**src/rtl/spd_wp_pkg.sv**
```systemverilog
package spd_wp_pkg;
  localparam int unsigned ADDR_W = 8;
  localparam int unsigned TYPE_W = 4;

  typedef enum logic [TYPE_W-1:0] {
    XT_QUICK     = 4'd0,
    XT_BYTE      = 4'd1,
    XT_BYTE_DATA = 4'd2,
    XT_WORD_DATA = 4'd3,
    XT_BLOCK     = 4'd4,
    XT_I2C_BLKRD = 4'd5
  } xact_e;

  typedef struct packed {
    logic is_write;
    logic in_win;
  } req_class_t;
endpackage

```
**src/rtl/spd_wp_lock.sv**
```systemverilog
module spd_wp_lock (
  input  logic clk_i,
  input  logic rst_ni,
  input  logic we_i,
  input  logic d_i,
  output logic en_o,
  output logic locked_o
);
  logic en_q, locked_q;

  // one write per reset, any value
  always_ff @(posedge clk_i or negedge rst_ni) begin
    if (!rst_ni) begin
      en_q     <= 1'b0;
      locked_q <= 1'b0;
    end else if (we_i && !locked_q) begin
      en_q     <= d_i;
      locked_q <= 1'b1;
    end
  end

  assign en_o     = en_q;
  assign locked_o = locked_q;
endmodule

```
**src/rtl/spd_wp_classify.sv**
```systemverilog
module spd_wp_classify
  import spd_wp_pkg::*;
#(
  parameter int unsigned       WIN_LOG2  = 3,
  parameter logic [ADDR_W-2:0] WIN_BASE  = 7'h50,
  parameter int unsigned       DIR_TYPES = 5
) (
  input  logic [ADDR_W-1:0] addr_i,
  input  logic [TYPE_W-1:0] type_i,
  output req_class_t        cls_o
);
  localparam int unsigned A7W = ADDR_W - 1;

  logic [A7W-1:0] addr7;
  logic           in_win;
  assign addr7 = addr_i[ADDR_W-1:1];

  generate
    if (WIN_LOG2 == 0) begin : g_exact
      assign in_win = (addr7 == WIN_BASE);
    end else begin : g_prefix
      assign in_win = (addr7[A7W-1:WIN_LOG2] == WIN_BASE[A7W-1:WIN_LOG2]);
    end
  endgenerate

  always_comb begin
    cls_o.in_win = in_win;
    if (type_i == XT_I2C_BLKRD)
      cls_o.is_write = 1'b0;           // read despite cleared direction bit
    else if (32'(type_i) < DIR_TYPES)
      cls_o.is_write = ~addr_i[0];
    else
      cls_o.is_write = 1'b1;           // unknown codes treated as writes
  end
endmodule

```
**src/rtl/spd_wp_decide.sv**
```systemverilog
module spd_wp_decide
  import spd_wp_pkg::*;
(
  input  logic       clk_i,
  input  logic       rst_ni,
  input  logic       start_i,
  input  logic       wp_en_i,
  input  req_class_t cls_i,
  input  logic       err_clr_i,
  output logic       fwd_start_o,
  output logic       done_o,
  output logic       blk_err_o
);
  logic refuse;
  logic fwd_q, done_q, err_q;

  assign refuse = wp_en_i && cls_i.is_write && cls_i.in_win;

  always_ff @(posedge clk_i or negedge rst_ni) begin
    if (!rst_ni) begin
      fwd_q  <= 1'b0;
      done_q <= 1'b0;
      err_q  <= 1'b0;
    end else begin
      fwd_q  <= start_i && !refuse;
      done_q <= start_i && refuse;
      if (start_i && refuse) err_q <= 1'b1;   // set wins over clear
      else if (err_clr_i)    err_q <= 1'b0;
    end
  end

  assign fwd_start_o = fwd_q;
  assign done_o      = done_q;
  assign blk_err_o   = err_q;
endmodule

```
**src/rtl/spd_wp_gate.sv**
```systemverilog
module spd_wp_gate
  import spd_wp_pkg::*;
#(
  parameter int unsigned       WIN_LOG2  = 3,
  parameter logic [ADDR_W-2:0] WIN_BASE  = 7'h50,
  parameter int unsigned       DIR_TYPES = 5
) (
  input  logic              clk_i,
  input  logic              rst_ni,
  input  logic              cfg_we_i,
  input  logic              cfg_wp_i,
  input  logic [ADDR_W-1:0] slv_addr_i,
  input  logic [TYPE_W-1:0] xact_type_i,
  input  logic              start_i,
  input  logic              err_clr_i,
  output logic              fwd_start_o,
  output logic              blk_err_o,
  output logic              done_o
);
  logic       wp_en, wp_locked;
  req_class_t cls;

  spd_wp_lock u_lock (
    .clk_i    (clk_i),
    .rst_ni   (rst_ni),
    .we_i     (cfg_we_i),
    .d_i      (cfg_wp_i),
    .en_o     (wp_en),
    .locked_o (wp_locked)
  );

  spd_wp_classify #(
    .WIN_LOG2  (WIN_LOG2),
    .WIN_BASE  (WIN_BASE),
    .DIR_TYPES (DIR_TYPES)
  ) u_cls (
    .addr_i (slv_addr_i),
    .type_i (xact_type_i),
    .cls_o  (cls)
  );

  spd_wp_decide u_dec (
    .clk_i       (clk_i),
    .rst_ni      (rst_ni),
    .start_i     (start_i),
    .wp_en_i     (wp_en),
    .cls_i       (cls),
    .err_clr_i   (err_clr_i),
    .fwd_start_o (fwd_start_o),
    .done_o      (done_o),
    .blk_err_o   (blk_err_o)
  );
endmodule

```
**config.mk**
```make
export PLATFORM = sky130hd
export DESIGN_NAME = spd_wp_gate
export DESIGN_NICKNAME = d
export VERILOG_FILES = /design/src/rtl/spd_wp_pkg.sv /design/src/rtl/spd_wp_lock.sv /design/src/rtl/spd_wp_classify.sv /design/src/rtl/spd_wp_decide.sv /design/src/rtl/spd_wp_gate.sv
export SDC_FILE = /design/constraint.sdc
export NUM_CORES = 1
export LEC_CHECK = 0
export BUFFER_PORTS_ARGS = -buffer_cell sky130_fd_sc_hd__buf_4
export CORE_AREA = 2 2 39 41
export CTS_BUF_LIST = sky130_fd_sc_hd__clkbuf_16
export CTS_CLUSTER_DIAMETER = 80
export DETAILED_ROUTE_END_ITERATION = 16
export DIE_AREA = 0 0 41 43
export PLACE_DENSITY_LB_ADDON = 0.12
export SLEW_MARGIN = 10
export SYNTH_ARGS = -nofsm -noshare
export SYNTH_HDL_FRONTEND = slang
export SYNTH_SLANG_ARGS = --single-unit
export TNS_END_PERCENT = 20
```
**constraint.sdc**
```tcl
create_clock -name clk_i -period 1.12 [get_ports clk_i]
set_clock_uncertainty 0.2 [all_clocks]
set_input_delay 0.28 -clock clk_i [delete_from_list [all_inputs] [get_ports clk_i]]
set_output_delay 0.28 -clock clk_i [all_outputs]
set_load 0.05 [all_outputs]
```
==> out/metrics.yaml <==
fin_util: 0.342
fin_nets: 58
slowest_stage: "dfrtp_1"
antenna_found_initial: 0
start_util: 0.163
violations: "setup timing"
dr.pass1.iters: 1
cts_inserted_buffers: 3
core_area_um2: 1380
n_antenna_cell: 0
p_per_area_nw_per_um2: 1780
ys_warn_count: 0
multiInputGateArea_um2: 92.6
synth_cell_type_count: 11
grt-ovfl-total: 0
path_buf_inv: 1
path_delay_family: "flip-flops"
synth.cell_area_um2: 225
die_y_um: 43
drv_cap: 0
outcome: "finished with violations"
regArea_um2: 125
dpl_cell_area_um2: 373
min_period_ps: 1240
drtIter0Drc: 0
grt_setup_unrepaired: "true"
async_flop_share: 1.00
synth_common_cells: "5 x dfrtp_1, 2 x inv_1, 2 x nor2b_1"
arrival_ps: 760
routedWlPerCell_um: 10.0
viasPerCell: 3.75
synth_ff_type: "dfrtp_1"
cts_htree_levels: 1
grt_usage: 0.0817
hp-class: "in -> reg"
ys_seq_area_frac: 0.556
clkLatencyLatePin_ps: 230
dieArea_um2: 1760
timing.fmax_mhz: 803
p_leak_nw: 0.229
root_buffer: "clkbuf_16"
rows: 14
path_cells: "buf_6"
drc: 0
tightest_slew_ps: 297
setup_violations: 6
fillers: 147
cts_tree: "done"
syn_avg_cell_area_um2: 13.2
die_w_um: 41
postSynthNetCount: 35
drive_above_1_share: 0.590
gp_congestion: 0.539
cp-start-kind: "flip-flop"
vias: 206
io_buffers: 17
met1_length_um: 167
path_clk_slew_ps: 30
io-pin-count: 21
slew_headroom: 0.802
wl_met3_um: 80
routed-wl-met2_um: 303
postCtsSetupBuffers: 0
grt_pass1_wl_um: 834
max_stage_delay_ps: 380
wl_um: 552
clockBufferDepth: 2
clock-sinks: 5
hpwl_um: 441
yosysTopAreaCell: "dfrtp_1"
first_global_vias: 227
top_layer: "met3"
route.antenna.remaining_nets: 0
worstSetupPathType: "reg -> out"
synth_top_area_frac: 0.556
drv_slew: 0
yosysMostFrequentCell: "dfrtp_1"
synthCells: 17
fin_crit_sh: 1.11
synth_edf_count: 0
stdcell_area_um2: 473
syn_to_final_growth_pct: 110
hold_violations: 0
postLayoutSetupSlackWorst_ps: -125
endpoint_kind: "output pin"
peakVddDrop_v: 0.00129
synth_area_leaders: "dfrtp_1 56%, a2111oi_4 12%, nor2b_1 5.6%, mux2_2 5.0%, a22o_1 3.9%"
ys_ff_latch: 5
cp_max_fo: 2
grt_max_degree: 6
required_ps: 640
sequential cells by signal, summed over array words and instances (netlist names):
signal / flops
u_lock.en_o: 1
u_lock.locked_o: 1
u_dec.blk_err_o: 1
u_dec.fwd_start_o: 1
u_dec.done_o: 1
power breakdown:
part	internal [mW]	leakage [nW]	switching (mW)	total (mW)
logic	0.0486	0.126	0.0324	0.0810
registers	0.189	0.0607	0.00361	0.193
clock network	0.461	0.0423	0.108	0.570
final cells by class:
cell class,instances,share of cell area
Multi-Input combinational cell,10,0.196
Sequential cell,5,0.265
Inverter,2,0.0159
Clock buffer,3,0.159
Tap cell,16,0.0423
Clock inverter,1,0.00794
Timing Repair Buffer,18,0.315
metal layers:
layer,GRT usage,up-vias
li1,-,103
met1,0.0521,93
met4,0.0400,0
met5,0,-
met3,0.0785,0
met2,0.138,10
stage by stage:
step / setup slack, ps / setup TNS, ps / cells / hold slack, ps / power (mW)
after floorplan: -108 / -298 / 17 / -216 / 0.222
after global placement: -273 / -807 / 50 / -117 / 0.270
after detailed placement: -285 / -823 / 50 / -115 / 0.272
after CTS: -134 / -465 / 55 / 53.4 / 0.862
after global routing: -139 / -731 / 55 / 56.0 / 0.883
final: -125 / -393 / 55 / 58.2 / 0.843
path summary, 6_finish.rpt:
| kind | start | endpoint | slack [ps] | depth (start not counted) |
|---|---|---|---|---|
| worst max-delay path | u_dec.blk_err_o$_DFFE_PN0P_ | blk_err_o | -120 | 1 |
| worst max register to register | u_lock.en_o$_DFFE_PN0P_ | u_dec.done_o$_DFF_PN0_ | -40 | 3 |
| max in group asynchronous | rst_ni | u_dec.blk_err_o$_DFFE_PN0P_ | 420 | 2 |
| min in group asynchronous | rst_ni | u_lock.locked_o$_DFFE_PN0P_ | 190 | 2 |
| worst min register to register | u_lock.locked_o$_DFFE_PN0P_ | u_lock.locked_o$_DFFE_PN0P_ | 270 | 1 |
| worst min-delay path | cfg_we_i | u_lock.locked_o$_DFFE_PN0P_ | 60 | 2 |
cell usage in the layout, fill, tap and decap left out, drive strengths merged:
| master | n |
|---|---|
| or2 | 1 |
| a21o | 1 |
| dfrtp | 5 |
| a22o | 1 |
| and2 | 1 |
| dlygate4sd3 | 1 |
| nand3b | 1 |
| a2111oi | 1 |
| inv | 3 |
| mux2 | 1 |
| nor2b | 2 |
| clkbuf | 3 |
| buf | 17 |
| a21oi | 1 |
logic make-up (layout without fill, tap and decap cells):
group,after synthesis,after routing,synth area share
buf+inv,2,24,0.0333
flops,5,5,0.556
simple gates,5,5,0.144
mux,1,1,0.0500
compound gates,4,4,0.217
timing repair:
action                                  4_1_cts  5_1_grt
hold buffers                                  1        0
pin swaps                                     3        0
resized for setup                             3        0
endpoints found under the hold margin         5        0
endpoints found under the setup margin        7        7
Power figures use the tool's default switching activity.
